--- config.mk ---
export PLATFORM = sky130hd
export DESIGN_NAME = cpsel_gen
export DESIGN_NICKNAME = d
export VERILOG_FILES = /design/src/rtl/cpsel_pkg.sv /design/src/rtl/cpsel_pattern.sv /design/src/rtl/cpsel_shreg.sv /design/src/rtl/cpsel_seq.sv /design/src/rtl/cpsel_gen.sv
export SDC_FILE = /design/constraint.sdc
export NUM_CORES = 1
export LEC_CHECK = 0
export BUFFER_PORTS_ARGS = -buffer_cell sky130_fd_sc_hd__buf_2
export CELL_PAD_IN_SITES_DETAIL_PLACEMENT = 0
export CELL_PAD_IN_SITES_GLOBAL_PLACEMENT = 1
export CORE_ASPECT_RATIO = 2
export CORE_MARGIN = 3
export CORE_UTILIZATION = 30
export DETAILED_ROUTE_END_ITERATION = 16
export HOLD_SLACK_MARGIN = 0.15
export PLACE_DENSITY_LB_ADDON = 0.1
export SLEW_MARGIN = 20
export SYNTH_ARGS = -nofsm -noshare
export SYNTH_HDL_FRONTEND = slang
export SYNTH_SLANG_ARGS = --single-unit
export TNS_END_PERCENT = 5
--- constraint.sdc ---
create_clock -name clk -period 1.61 [get_ports clk]
set_clock_uncertainty 0.1 [all_clocks]
set_input_delay 0.0805 -clock clk [delete_from_list [all_inputs] [get_ports clk]]
set_output_delay 0.0805 -clock clk [all_outputs]
set_load 0.01 [all_outputs]
--- src/rtl/cpsel_pkg.sv ---
package cpsel_pkg;

  typedef enum logic {
    MODE_MCAST = 1'b0,
    MODE_SCAST = 1'b1
  } cast_mode_e;

  // Slot of the select pulse for zero-based receiver index idx.
  function automatic int unsigned sel_slot(input int unsigned idx);
    return 2 * idx;
  endfunction

  // Slot of the reference pulse for a row of n receivers.
  function automatic int unsigned ref_slot(input int unsigned n);
    return n - 1;
  endfunction

endpackage

--- src/rtl/cpsel_pattern.sv ---
module cpsel_pattern #(
  parameter int N_RX = 7,
  localparam int W2 = 2 * N_RX
) (
  input  logic [N_RX-1:0] mask_i,
  output logic [W2-1:0]   pat_o
);
  import cpsel_pkg::*;

  // Spread the mask over even slots; odd slots stay empty.
  for (genvar k = 0; k < N_RX; k++) begin : g_slot
    assign pat_o[sel_slot(k)]     = mask_i[k];
    assign pat_o[sel_slot(k) + 1] = 1'b0;
  end

endmodule

--- src/rtl/cpsel_shreg.sv ---
module cpsel_shreg #(
  parameter int W = 14
) (
  input  logic         clk,
  input  logic         rst,
  input  logic         load_i,
  input  logic [W-1:0] din_i,
  output logic         bit_o
);
  logic [W-1:0] q;

  always_ff @(posedge clk) begin
    if (rst)         q <= '0;
    else if (load_i) q <= din_i;
    else             q <= q >> 1;
  end

  assign bit_o = q[0];

endmodule

--- src/rtl/cpsel_seq.sv ---
module cpsel_seq #(
  parameter int N_RX = 7,
  localparam int CW = $clog2(3 * N_RX + 1)
) (
  input  logic          clk,
  input  logic          rst,
  input  logic          start_i,
  input  logic          simul_i,
  output logic          accept_o,
  output logic          busy_o,
  output logic [CW-1:0] cnt_o,
  output logic          simul_o
);
  localparam logic [CW-1:0] LEN_S = CW'(2 * N_RX);
  localparam logic [CW-1:0] LEN_M = CW'(3 * N_RX);

  logic          active_q;
  logic          simul_q;
  logic [CW-1:0] cnt_q;
  logic [CW-1:0] len;
  logic          last;

  assign len      = simul_q ? LEN_S : LEN_M;
  assign last     = (cnt_q == len - 1'b1);
  assign accept_o = start_i && !active_q;

  always_ff @(posedge clk) begin
    if (rst) begin
      active_q <= 1'b0;
      simul_q  <= 1'b0;
      cnt_q    <= '0;
    end else if (accept_o) begin
      active_q <= 1'b1;
      simul_q  <= simul_i;
      cnt_q    <= '0;
    end else if (active_q) begin
      if (last) begin
        active_q <= 1'b0;
        cnt_q    <= '0;
      end else begin
        cnt_q <= cnt_q + 1'b1;
      end
    end
  end

  assign busy_o  = active_q;
  assign cnt_o   = cnt_q;
  assign simul_o = simul_q;

  // once running, the slot count only advances; a new start cannot rewind it
  a_r9_no_restart: assert property (@(posedge clk) disable iff (rst)
    (active_q && !last) |=> (active_q && cnt_q == $past(cnt_q) + 1'b1));

  // the slot count stays inside the frame length of the captured mode
  a_r8_len_bound: assert property (@(posedge clk) disable iff (rst)
    active_q |-> (cnt_q < len));

endmodule

--- src/rtl/cpsel_gen.sv ---
module cpsel_gen #(
  parameter int N_RX = 7
) (
  input  logic            clk,
  input  logic            rst,
  input  logic            start_i,
  input  logic            simul_i,
  input  logic [N_RX-1:0] mask_i,
  input  logic [N_RX-1:0] msg_i,
  output logic            ref_o,
  output logic            sel_o,
  output logic            dat_o,
  output logic            busy_o
);
  import cpsel_pkg::*;

  localparam int W2 = 2 * N_RX;
  localparam int W3 = 3 * N_RX;
  localparam int CW = $clog2(3 * N_RX + 1);
  localparam logic [W2-1:0] REF_PAT = {{(W2-1){1'b0}}, 1'b1} << ref_slot(N_RX);

  logic          accept;
  logic [CW-1:0] cnt;
  logic          simul_q;
  logic [W2-1:0] sel_pat;
  logic [W3-1:0] dat_pat;

  cpsel_seq #(.N_RX(N_RX)) u_seq (
    .clk      (clk),
    .rst      (rst),
    .start_i  (start_i),
    .simul_i  (simul_i),
    .accept_o (accept),
    .busy_o   (busy_o),
    .cnt_o    (cnt),
    .simul_o  (simul_q)
  );

  cpsel_pattern #(.N_RX(N_RX)) u_pat (
    .mask_i (mask_i),
    .pat_o  (sel_pat)
  );

  assign dat_pat = (cast_mode_e'(simul_i) == MODE_SCAST) ? '0 : {msg_i, {W2{1'b0}}};

  cpsel_shreg #(.W(W2)) u_ref_sr (
    .clk(clk), .rst(rst), .load_i(accept), .din_i(REF_PAT), .bit_o(ref_o)
  );

  cpsel_shreg #(.W(W2)) u_sel_sr (
    .clk(clk), .rst(rst), .load_i(accept), .din_i(sel_pat), .bit_o(sel_o)
  );

  cpsel_shreg #(.W(W3)) u_dat_sr (
    .clk(clk), .rst(rst), .load_i(accept), .din_i(dat_pat), .bit_o(dat_o)
  );

  // lines are silent outside a frame
  a_r1_idle_quiet: assert property (@(posedge clk) disable iff (rst)
    !busy_o |-> (!ref_o && !sel_o && !dat_o));

  // the reference pulse only appears in its fixed slot
  a_r2_ref_slot: assert property (@(posedge clk) disable iff (rst)
    ref_o |-> (busy_o && cnt == CW'(N_RX - 1)));

  // select pulses only in even slots of the select phase
  a_r3_even_slots: assert property (@(posedge clk) disable iff (rst)
    sel_o |-> (!cnt[0] && cnt < CW'(W2)));

  // message bits only in the message phase
  a_r6_dat_phase: assert property (@(posedge clk) disable iff (rst)
    dat_o |-> (cnt >= CW'(W2)));

  // simulcast frames keep the data line low
  a_r7_simul_no_dat: assert property (@(posedge clk) disable iff (rst)
    (busy_o && simul_q) |-> !dat_o);

endmodule

* After elaboration in Yosys (flattened, before gate mapping)
Cells that the tools add are included. Widths: inputs -> output; s select.
Storage, ports and cells: register bits 49, output and inout port bits 4, input port bits 18, logic and storage cells 26
Operators by class: multiplexer cells 9, bitwise gates (word level) 1, equality and inequality tests 1, reduce and logical (&&, ||, !) cells 4, add/subtract/negate cells 2
Operators by type and width (number):
- $mux 20 | 2
- $mux 13 | 1
- $mux 5 | 2
- $mux 7 | 1
- $add 5x1->5 const B | 1
- $eq 5x5->1 | 1
- $sub 5x1->5 const B | 1
- $mux 1 | 3
- $reduce_or 3->1 | 1
- $reduce_or 2->1 | 1
- $logic_and 1x1->1 | 1
- $logic_not 1->1 | 1
- $not 1->1 | 1

* Longest topological paths before layout
Gate-level depths: netlist (run 1).
depth in word-level cells 6, gate-level depth with buffers 5, mapped depth without buffers 5

* By module
Synthesis (run 1) repeated with hierarchy kept, for this count alone.
Second synthesis, totals: cells, all modules 220, area total of the unflattened synthesis 2303.5 sq um
By module, submodules not included:
- cpsel_shreg (u_ref_sr ...) | sequential area each 280.3 sq um, instances 2, area each 505.5 sq um, cells an instance 44
- cpsel_shreg (u_dat_sr) | sequential area each 420.4 sq um, instances 1, area each 763.2 sq um, cells an instance 67
- cpsel_seq | sequential area each 140.1 sq um, instances 1, area each 369.1 sq um, cells an instance 41
- cpsel_pattern | sequential area each 0.0 sq um, instances 1, area each 108.9 sq um, cells an instance 15
- cpsel_gen | sequential area each 0.0 sq um, instances 1, area each 51.3 sq um, cells an instance 9

* Least setup slack after synthesis (run 1)
Ideal clock, no wire load.
kind flip-flop to flip-flop, start reg u_seq.cnt_q[0] (netlist: u_seq.cnt_o[0]), end reg u_seq.cnt_q[4] (netlist: u_seq.cnt_o[4]), library setup time 0.122 ns, stages on the path, launching flop included 6, arrival 1.052 ns, path buffers 0, clock period less this slack 1.274 ns, setup slack 0.336 ns, data required time 1.388 ns, path through dfxtp_1 ha_1 nand3_1 and2_1 o21ai_1 a21oi_1
On the way: word-level cells in the longest chain between the ends 2, elaborated cells between the ends (all ways) 3, classes of those cells add/sub (1); eq/ne (1); mux (1)
RTL lines:
- from (decl) | RTL line cpsel_seq.sv:19 | logic [CW-1:0] cnt_q;
- from (signal assigned) | RTL line cpsel_seq.sv:41 | cnt_q <= cnt_q + 1'b1;
- $add 5x1->5 / $eq 5x5->1 (equally long branches) | RTL line cpsel_seq.sv:41, cpsel_seq.sv:24
- $mux 5 * | RTL line cpsel_seq.sv:37 | if (last) begin
Mark *: on every way between the ends. The rest lies on a longest branch, timed or not. A chain may end at the register's enable or synchronous reset.

* Final worst setup path (run 1)
Same ends and word-level chain as after synthesis.

==> metrics list, run 1 <==
- Endpoint of the worst register-to-register path: u_seq.cnt_o[4]
- Floorplan Core Area: just under 5000 um^2
- Counting flops with a built-in enable in the synthesized netlist gives 0.
* Hold depth: 1
* Number of violations reported at the end of detailed-routing iteration 0: 17
* Worst Setup End Kind: flip-flop
- For this run, the top clock speed supported by timing is ~700 MHz.
* DRC violation count after routing: 0
- The clock net in this run drives a total of 48 sinks.
- The detail route stage leaves a number of antenna-violating nets equal to 0.
- Proportion of layout cells with a drive suffix above 1: between 20% and 30%
- The repair_antennas step left the layout with diodes totalling 0.
* Number of antenna violations at the first check in global routing: 0
* Fraction of the yosys area taken by sequential cells: roughly 62%
* Cell area after technology mapping: roughly 1500 um^2
- The flow ran to the end, and the final reports show no timing, DRC or antenna violations.
- Smallest setup slack after layout: 0.214 ns
- At the pin with the least slew margin, the transition time is roughly 0.45 ns.
- Power per standard cell area: 1060 nW/um^2
* Syn Nets: roughly 150
* Reg-to-reg startpoint: u_seq.cnt_o[0]
- Sequential cell area: slightly below 1000 um^2
* Vias: approximately 1,000
- Initial Util: 31.5%
- Start point of the worst hold path: u_ref_sr.q[6]
- Once layout is complete, the cells apart from fillers number about 230.
- For this design the top-level I/O count stands at 22.
- Final TNS setup: 0 ns
- Routed WL per cell: approximately 11 um
* Clock buffer count from CTS: 5
- Yosys printed 0 warnings.
* Half-perimeter wire length of the detailed placement result: between 1500 and 2000 um
- Number of max-cap violations: 0
- Of all cell types, the one taking the most synthesized area is sky130_fd_sc_hd__dfxtp_1.
- Placer congestion estimate: between 0.6 and 0.7
* Max Transition Viols Final: 0
* Source-to-sink clock delay at the later pin of the worst-skew pair: just under 0.3 ns
* Number of global-route vias before repair: 1,109
* Final hold vios: 0
* Depth of the worst register-to-register path: 5
- Hold timing on the final database bottoms out at a slack of between 0.3 and 0.4 ns.
- The die is between 50 and 60 um wide.
- IR Drop Worst-Case VDD: 514 uV
- Core occupancy in the finished layout: roughly 40%
* Number of register bits inferred by synthesis: 48
* H-Tree Level Count: 2
- WS Path Type: flip-flop to flip-flop
- Along the worst path, the maximum fanout reaches 7.
- Layout Nets: between 150 and 200
* Period utilization: 86.7%
- Number of endpoints failing setup at the final stage: 0
- Worst-case hold path end point: u_ref_sr.q[5]
- Global Route Usage Sum: around a tenth
* Relative max-transition margin: a little over two thirds
* Area of combinational cells with multiple inputs: roughly 550 um^2
- Setup repair after global routing left no endpoint under its margin.
* Number of distinct library cells after synthesis: 29
* Count of buffers added by post-CTS timing repair for setup: 0
* Clock tree from TritonCTS: done
* Die Outline Area: a little over 6000 um^2
- The number of placed instances, taps included, is about 200.
- CTS max path bufs: 2
* Clk Tree Root Cell: sky130_fd_sc_hd__clkbuf_8
- Most frequent cell after synthesis: sky130_fd_sc_hd__dfxtp_1
- The tightest min-delay check is of the flip-flop to flip-flop type.
- Top post-synthesis cells by count: sky130_fd_sc_hd__dfxtp_1 (48), sky130_fd_sc_hd__and2_1 (29), sky130_fd_sc_hd__a22o_1 (13)
- Via count normalized by instance count: roughly 4.5
- The most used flip-flop cell after synthesis is sky130_fd_sc_hd__dfxtp_1.
* Async S/R FF share, synth: 0%
- The share of synthesized area in the top cell type comes to between 60% and 70%.
- The first global-routing pass estimated ~4700 um of wire.
- The worst path needs approximately 1.4 ns of the cycle, external delays included.
- Initial DRT Pass Iterations: 2
- Area growth from synthesis to final layout: 27.0%
- WL final: about 2600 um
* Std cell rows: 36
- The analysis attributes to cell leakage a power of slightly above 0.0008 uW.
- In this run the tool buffered the top-level ports with 21 buffer cells.
- The worst register-to-register path has a setup slack of ~0.21 ns.
- Data on the critical path is required at its endpoint by around 1.7 ns.
- A synthesized cell averages 12.1 um^2.
* Filler Cells Inserted: 495
- At the placement stage, the worst setup path has a slack of ~0.22 ns.
- Clock slew at reported path FFs: 0.08 ns
* Number of cells produced by synthesis: roughly 130
* CP Data Arrival Time: about 1.5 ns
* Element type at the critical path start: flip-flop
- The die is between 100 and 150 um tall.
- Global-route congestion overflow total: 0
- Entering global routing, the biggest net connects 40 pins.
- By area the synthesized netlist is led by sky130_fd_sc_hd__dfxtp_1 (62%), sky130_fd_sc_hd__and2_1 (12%), sky130_fd_sc_hd__a22o_1 (7.4%), sky130_fd_sc_hd__mux2i_1 (1.9%), sky130_fd_sc_hd__nor4b_4 (1.5%).
==> flip-flops by register name (all words and copies together), names as in the netlist <==
name and count:
u_ref_sr.q 7, u_sel_sr.q 13, u_seq.simul_o 1, u_dat_sr.q 21, u_seq.cnt_o 5, u_seq.busy_o 1
==> metrics by stage <==
step | area (um^2) | power [uW]
floorplan | 1550 | 1320
global placement | 1700 | 1350
global route | 1960 | 2180
detailed placement | 1700 | 1360
CTS | 1960 | 2120
finish | 1960 | 2080
==> layout make-up <==
class | instances | area share, %
Clock buffer | 6 | 4.20
Clock inverter | 2 | 0.510
Inverter | 1 | 0.191
Multi-Input combinational cell | 74 | 27.8
Sequential cell | 48 | 48.9
Tap cell | 57 | 3.63
Timing Repair Buffer | 40 | 14.8
==> critical path, cell delays in order, from the launching register on <==
cell and delay (ns):
sky130_fd_sc_hd__dfxtp_1 0.48, sky130_fd_sc_hd__ha_1 0.25, sky130_fd_sc_hd__nand3_1 0.10, sky130_fd_sc_hd__nor3b_1 0.19, sky130_fd_sc_hd__o21ai_1 0.09, sky130_fd_sc_hd__a21oi_1 0.13
==> layout by cell type (no fill, tap or decap), drive strengths merged, types with 2 or more instances in the layout <==
master / synthesis / layout
nand2: 2 / 2
buf: 4 / 23
a22o: 13 / 13
nor2: 4 / 4
clkinv: 0 / 2
a21oi: 4 / 4
and2: 29 / 29
nand2b: 3 / 3
dlygate4sd3: 0 / 17
clkbuf: 1 / 6
dfxtp: 48 / 48
a31oi: 2 / 2
o21ai: 2 / 2
nand3: 3 / 3
mux2i: 3 / 3
==> where the power goes <==
part           internal, uW  leakage (uW)  switching [uW]  total [uW]
registers              1210      0.000389            11.7        1220
logic                  74.2      0.000370            59.7         134
clock network           343     0.0000510             374         716
total                  1630      0.000810             445        2080
==> layer usage <==
layer / GRT usage [%] / vias up / wire (um)
met5: 0 / - / 0
met4: 6.14 / 0 / 74
met3: 2.64 / 6 / 92
met2: 17.1 / 15 / 1320
met1: 10.2 / 483 / 1130
li1: - / 515 / -
==> logic make-up after synthesis <==
logic type      synth area share, %
fa+ha+maj                     0.809
simple gates                   21.4
buf+inv                        2.59
compound gates                 11.1
flops                          62.1
mux                            1.94
==> how the worst max path moves through the flow <==
stage / startpoint / end / slack [ns]
after floorplan: u_seq.cnt_o[0] / u_seq.cnt_o[4] / 0.34
after global placement: u_seq.cnt_o[2] / u_seq.cnt_o[2] / 0.26
after detailed placement: u_seq.cnt_o[0] / u_seq.cnt_o[4] / 0.22
after global routing: u_seq.cnt_o[0] / u_seq.cnt_o[4] / 0.02
final: u_seq.cnt_o[0] / u_seq.cnt_o[4] / 0.21
after CTS: u_seq.cnt_o[0] / u_seq.cnt_o[4] / 0.20
==> repair_timing <==
action,4_1_cts,5_1_grt
resized for setup,0,0
hold endpoints to repair,18,0
hold buffers,17,0
No activity file was read; power rests on OpenSTA's default activity.
==> run 2, diff against run 1 <==
--- a/config.mk
+++ b/config.mk
@@ -8,7 +8,6 @@
 export BUFFER_PORTS_ARGS = -buffer_cell sky130_fd_sc_hd__buf_2
 export CELL_PAD_IN_SITES_DETAIL_PLACEMENT = 0
 export CELL_PAD_IN_SITES_GLOBAL_PLACEMENT = 1
-export CORE_ASPECT_RATIO = 2
 export CORE_MARGIN = 3
 export CORE_UTILIZATION = 30
 export DETAILED_ROUTE_END_ITERATION = 16
==> run 2 against run 1 <==
Effect of this change:
- final cell count grew 4.4%
- die area decreased by 0.86%
- routed wire length decreased by 4.5%
- first-iteration DRC count up 150%
- final area grew 1.4%
- critical path type unchanged
- hold slack got worse by 0.0027 ns
- largest cell class unchanged
- total power increased by 5.3%
==> metrics list, run 2 (synthesis gave the netlist of run 1 again) <==
* Number of violations reported at the end of detailed-routing iteration 0: 42
- Achievable Freq: between 700 and 800 MHz
- Commonest cells after routing, fill and taps aside: sky130_fd_sc_hd__dfxtp_1 (48), sky130_fd_sc_hd__and2_1 (29), sky130_fd_sc_hd__buf_2 (21), sky130_fd_sc_hd__dlygate4sd3_1 (17), sky130_fd_sc_hd__a22o_1 (13)
* Number of antenna violations at the first check in global routing: 0
- Top flop regs: u_dat_sr.q (21), u_sel_sr.q (13), u_ref_sr.q (7)
- Filler Cells Inserted: 487
* Relative max-transition margin: between 60% and 70%
- 0 antenna diodes ended up in the layout.
* Std cell rows: 25
* Clock tree from TritonCTS: done
* Flip-flop count of the largest register after layout: 21
* I/O pin total: 22
- The congestion estimate from routability-driven global placement came to ~0.67.
- The final count of pins violating max slew is 0.
* Global Route Usage Sum: under 10%
- The longest clock path from root to sink contains 2 buffers.
* Element type at the critical path start: flip-flop
- The clock network burns around 38% of the power.
- After clock tree synthesis, the flow added hold-fix buffers numbering 17.
- Met2 routing resource usage after global routing: between 10% and 20%
* HP Class: flip-flop to flip-flop
- Post-cts gate resize count: 0
* Antenna Violating Nets Remaining: 0
- For this design the static power due to leakage is just over 0.0008 uW.
- The floorplan step defined a die boundary enclosing roughly 6100 um^2.
* Clock slew at reported path FFs: ~0.08 ns
* Maximum fanout along the worst path: 7
- The first detailed-routing pass took 4 iterations.
- Post-place setup slack: about 0.22 ns
- Final hold vios: 0
- Slew @ Worst Pin: roughly 0.54 ns
* Number of max-cap violations: 0
- Floorplan Core Area: roughly 4800 um^2
- Half-perimeter wire length of the detailed placement result: 1600 um
- Ranked by flip-flop count, first place goes to u_dat_sr.q.
- Across all layers, the routed design uses approximately 980 vias.
* WS Path Type: flip-flop to flip-flop
- Int Pwr: ~1700 uW
* Switching Power: around 440 uW
- Setup violations remaining at the end of the flow were counted as 0.
- Clock buffer count from CTS: 5
- Compared with the post-synthesis result, the final layout area differs by 28.8%.
- Power per standard cell area: 1100 nW/um^2
* Worst path required time: ~1.7 ns
- The clock period could shrink to 1.42 ns.
- The worst setup path is captured at a flip-flop.
- GR met1 Demand/Resource: around 11%
- The clock reaches the later pin of the worst-skew pair after 0.29 ns.
- Layout Nets: 189
* Power share of the sequential group: between 50% and 60%
* DRC violation count after routing: 0
* Global-route congestion overflow total: 0
- Setup slack on the critical path of the routed design comes to just under 0.2 ns.
* Post-route standard cell area excluding fillers: between 1500 and 2000 um^2
- Clk Tree Root Cell: sky130_fd_sc_hd__clkbuf_8
- Via count normalized by instance count: roughly 4.1
* Routed WL per cell: around 11 um
- Standard cell area after detailed placement: ~1700 um^2
- In this run, the combinational gates consume just over 6% of the power.
- Of the cells placed in the final design, the portion with a size suffix greater than 1 is a little over a fifth.
* Proportion of total power due to net switching: roughly 20%
- Global-route wire length before repair: between 4000 and 5000 um
* Outcome: finished, final reports clean
* Count of buffers added by post-CTS timing repair for setup: 0
- For the final routed database, the setup TNS stands at 0 ns.
- Leaving out fill and tap cells, the most frequent cell in the layout is sky130_fd_sc_hd__dfxtp_1.
- After global routing, the most crowded layer is met2.
- H-Tree Level Count: 2
- Global routing consumed, on the met3 layer, 3.25% of the routing resources.
* IR Drop Worst-Case VDD: slightly above 500 uV
* Setup repair after global routing missed its margin: no
* Count of input and output buffers: 21
- Die width: just under 80 um
- Wires add up to between 2000 and 2500 um.
- CP Data Arrival Time: 1.54 ns
- Number of global-route vias before repair: 939
- Initial Util: about a third
* Largest net degree at the start of global routing: 40
- Die extent in y: about 80 um
- Period utilization: 87.9%
- CTS saw 48 sinks.
==> run 2: critical path, stage by stage (launching register included) <==
cell                      delay (ns)
sky130_fd_sc_hd__dfxtp_1        0.48
sky130_fd_sc_hd__ha_1           0.24
sky130_fd_sc_hd__nand3_1        0.10
sky130_fd_sc_hd__nor3b_1        0.20
sky130_fd_sc_hd__o21ai_1        0.09
sky130_fd_sc_hd__a21oi_1        0.14
==> run 2: final cells by class <==
cell class / count / area, um^2 / share of cell area, %
Timing Repair Buffer: 40 / 290 / 14.6
Clock buffer: 6 / 72.6 / 3.64
Sequential cell: 48 / 961 / 48.2
Multi-Input combinational cell: 74 / 546 / 27.4
Clock inverter: 2 / 35.0 / 1.76
Inverter: 1 / 3.75 / 0.188
Tap cell: 67 / 83.8 / 4.21
==> run 2: power by group through the flow <==
stage / logic, uW / clock network, uW / registers, uW
2_1_floorplan: 66.1 / 0 / 1250
3_3_place_gp: 102 / 0 / 1250
3_5_place_dp: 105 / 0 / 1250
4_1_cts: 136 / 862 / 1230
5_1_grt: 149 / 907 / 1230
6_report: 133 / 827 / 1230
==> run 2: metrics by stage <==
| stage | power (uW) | utilization [%] | hold slack, ns | std cells |
|---|---|---|---|---|
| 2_1_floorplan | 1320 | - | 0.0496 | 128 |
| 3_3_place_gp | 1350 | 35.4 | 0.183 | 213 |
| 3_5_place_dp | 1360 | 35.4 | 0.189 | 213 |
| 4_1_cts | 2220 | 41.1 | 0.333 | 238 |
| 5_1_grt | 2280 | 41.1 | 0.342 | 238 |
| 6_report | 2180 | 41.1 | 0.328 | 238 |
==> run 2: final timing paths <==
kind	start	endpoint	slack, ns	cells past startpoint
max	u_seq.cnt_o[0]	u_seq.cnt_o[4]	0.19	5
min	u_sel_sr.q[12]	u_sel_sr.q[11]	0.33	1
max reg2reg	u_seq.cnt_o[0]	u_seq.cnt_o[4]	0.19	5
min reg2reg	u_sel_sr.q[12]	u_sel_sr.q[11]	0.33	1
==> run 2: layer usage <==
layer	part of all wire (%)	wire (um)
met1	49	1230
met2	46	1150
met3	4.2	105
met4	0.48	12
met5	0	0
==> run 3, diff against run 2 <==
--- a/config.mk
+++ b/config.mk
@@ -9,7 +9,7 @@
 export CELL_PAD_IN_SITES_DETAIL_PLACEMENT = 0
 export CELL_PAD_IN_SITES_GLOBAL_PLACEMENT = 1
 export CORE_MARGIN = 3
-export CORE_UTILIZATION = 30
+export CORE_UTILIZATION = 43
 export DETAILED_ROUTE_END_ITERATION = 16
 export HOLD_SLACK_MARGIN = 0.15
 export PLACE_DENSITY_LB_ADDON = 0.1
==> run 3 against run 2 <==
Effect of this change:
- utilization is 15 points higher
- total power is 16% lower
- combinational power hardly changed
- die area is 28% lower
- sequential power hardly changed
- routed wire length is 4.6% lower
- register-to-register slack worse by 0.03 ns
- highest routed layer unchanged
- largest power group unchanged
- final cell count is 9.2% lower
==> metrics list, run 3 (synthesis gave the netlist of run 1 again) <==
- Routed WL per cell: 11.0 um
- Relative max-transition margin: roughly two thirds
* Setup repair after global routing missed its margin: no
* Cell type group with the largest total delay on the critical path: flip-flops
* Delay of the slowest cell on the worst path: a little under 0.5 ns
* HP Class: flip-flop to flip-flop
- In the routed design, unresolved DRC markers number 0.
- For this configuration, the core starts out at a cell density of between 40% and 50%.
- In the final layout, the registers with the most flip-flops are u_dat_sr.q (21), u_sel_sr.q (13), u_ref_sr.q (7).
- For the pin with the worst max-slew slack, the measured transition is approximately 0.52 ns.
- Entering global routing, the biggest net connects 40 pins.
* Number of global-route vias before repair: slightly below 1,000
- Setup violations remaining at the end of the flow were counted as 0.
- Standard cell area after detailed placement: between 1500 and 2000 um^2
* Final critical path time including I/O delays and setup: between 1 and 1.5 ns
- Maximum fanout along the worst path: 7
- Reg2reg setup slack: 0.17 ns
- STA classifies the critical path endpoint as a flip-flop.
- Endpoint of the worst register-to-register path: u_seq.cnt_o[4]
* Clock buffer count from CTS: 5
- In this run the horizontal extent of the chip is between 60 and 70 um.
* Vias: roughly 1,000
- The number of endpoints with negative hold slack in the final report was 0.
- The number of antenna violations at the first check in global routing is 0.
- Max Transition Viols Final: 0
* Number of max-cap violations: 0
* Outcome: finished, final reports clean
- Filler Cells Inserted: slightly below 300
* Total power: between 1500 and 2000 uW
- The number of buffers and inverters on the critical path is 0.
* Antenna Violating Nets Remaining: 0
* Initial DRT Pass Iterations: 4
* Proportion of total power due to net switching: approximately 21%
- Layout Nets: about 190
- CTS max path bufs: 2
- CP Data Arrival Time: approximately 1.6 ns
- Largest register by flop count: u_dat_sr.q
- Number of gates on the worst path with buffers counted: 5
- WS Path Type: flip-flop to flip-flop
- Placed cells: 192
- At the worst endpoint, the required time is roughly 1.8 ns.
- Summing all non-filler instances in the final layout gives an area of between 1500 and 2000 um^2.
- Period utilization: about nine tenths
- The register with the most flip-flops in the layout has 21 of them.
* Post-place setup slack: 0.190 ns
- The analysis attributes to cell leakage a power of 0.000787 uW.
- Floorplan Core Area: around 3400 um^2
* Smallest setup slack after layout: approximately 0.17 ns
- Source-to-sink clock delay at the later pin of the worst-skew pair: about 0.34 ns
- Count of buffers added by post-CTS timing repair for setup: 0
* Power per standard cell area: approximately 970 nW/um^2
- Library cell contributing the largest single delay on the critical path: sky130_fd_sc_hd__dfxtp_1
* Final TNS setup: 0 ns
* Number of standard cells in the final layout excluding fillers: ~220
- Count of input and output buffers: 21
* Number of violations reported at the end of detailed-routing iteration 0: 36
* Clk pwr share: between 20% and 30%
- In this run, flip-flops and latches consume 66.5% of the power.
* H-Tree Level Count: 2
- Walking the worst path, the cells encountered are ha_1 > nand3_1 > nor3b_1 > o21ai_1 > a21oi_1.
* WL final: between 2000 and 2500 um
- In the routed layout, each cell is associated on average with a via count of 4.57.
- Clock-pin slew was measured on the worst setup and hold paths at approximately 0.12 ns.
- Global-route congestion overflow total: 0
- Measured in cells, the most critical reg-to-reg path has a length of 5.
- Int Pwr: 1450 uW
* Commonest cells after routing, fill and taps aside: sky130_fd_sc_hd__dfxtp_1 (48), sky130_fd_sc_hd__and2_1 (29), sky130_fd_sc_hd__buf_2 (21), sky130_fd_sc_hd__dlygate4sd3_1 (17), sky130_fd_sc_hd__a22o_1 (13)
- CTS placed an instance of sky130_fd_sc_hd__clkbuf_4 at the clock tree root.
- Crit. Startpoint: u_seq.cnt_o[0]
- Switching Power: around 400 uW
- Die Outline Area: roughly 4400 um^2
- Std cell rows: 21
- The library cell used most frequently in the layout, excluding fill and tap cells, is sky130_fd_sc_hd__dfxtp_1.
- Global routing used between 10 and 15% of the available tracks.
- I/O pin total: 22
- In this run the vertical extent of the chip is 66.0 um.
- Half-perimeter wire length of the detailed placement result: approximately 1500 um
- Derived from the worst setup path, the maximum achievable clock frequency is 693 MHz.
* Clock tree from TritonCTS: done
- Area growth from synthesis to final layout: 23.1%
- Reg-to-reg startpoint: u_seq.cnt_o[0]
* Count of inserted antenna diode cells: 0
- The worst setup path is launched from a flip-flop.
* Worst setup endpoint: u_seq.cnt_o[4]
- Proportion of layout cells with a drive suffix above 1: approximately a fifth
- VDD sags by at most between 500 and 600 uV.
- Share of total power in combinational logic: approximately 7.2%
* Total number of clock tree sinks: 48
* Global-route wire length before repair: about 4200 um
* Placer congestion estimate: slightly below 0.7
## run 3: changes by cell type in the layout (fill, tap and decap cells not counted), sizes merged
cell and delta:
bufinv -1
## run 3: repair_timing
| item | in CTS | in global routing |
|---|---|---|
| hold buffers | 17 | 0 |
| endpoints found under the hold margin | 22 | 0 |
| gates resized for setup | 0 | 0 |
## run 3: cell type report
class                           instances  area [um^2]  area share (%)
Inverter                                1         3.75           0.197
Clock inverter                          1         5.00           0.263
Timing Repair Buffer                   40          290            15.2
Sequential cell                        48          961            50.5
Tap cell                               46         57.6            3.02
Clock buffer                            6         41.3            2.17
Multi-Input combinational cell         74          546            28.6
## run 3: per-layer routing
layer | up-vias | share of wire [%] | wire [um] | GRT usage (%)
met5 | - | 0 | 0 | 0
met4 | 0 | 1.8 | 43 | 6.85
met3 | 5 | 3.9 | 94 | 4.08
met2 | 16 | 46 | 1100 | 21.0
met1 | 452 | 48 | 1150 | 14.8
li1 | 515 | - | - | -
## run 3: power by group through the flow
stage	registers, uW	logic [uW]	clock network [uW]
floorplan	1250	66.1	0
global placement	1250	99.4	0
detailed placement	1250	102	0
CTS	1230	134	520
global route	1230	148	572
finish	1230	132	486
## run 3: worst min path at each step
stage | end | from | depth (start not counted) | slack (ns)
6_report | u_ref_sr.q[5] | u_ref_sr.q[6] | 1 | 0.34
5_1_grt | u_dat_sr.q[5] | u_dat_sr.q[6] | 1 | 0.35
4_1_cts | u_dat_sr.q[5] | u_dat_sr.q[6] | 1 | 0.34
3_5_place_dp | u_sel_sr.q[12] | mask_i[6] | 2 | 0.19
3_3_place_gp | u_dat_sr.q[20] | msg_i[6] | 2 | 0.18
2_1_floorplan | u_seq.busy_o | rst | 1 | 0.05
## run 3: stage by stage
step / utilization (%) / hold WS (ns)
finish: 56.2 / 0.338
detailed placement: 49.8 / 0.187
floorplan: - / 0.0496
global route: 56.2 / 0.352
CTS: 56.2 / 0.340
global placement: 49.8 / 0.181
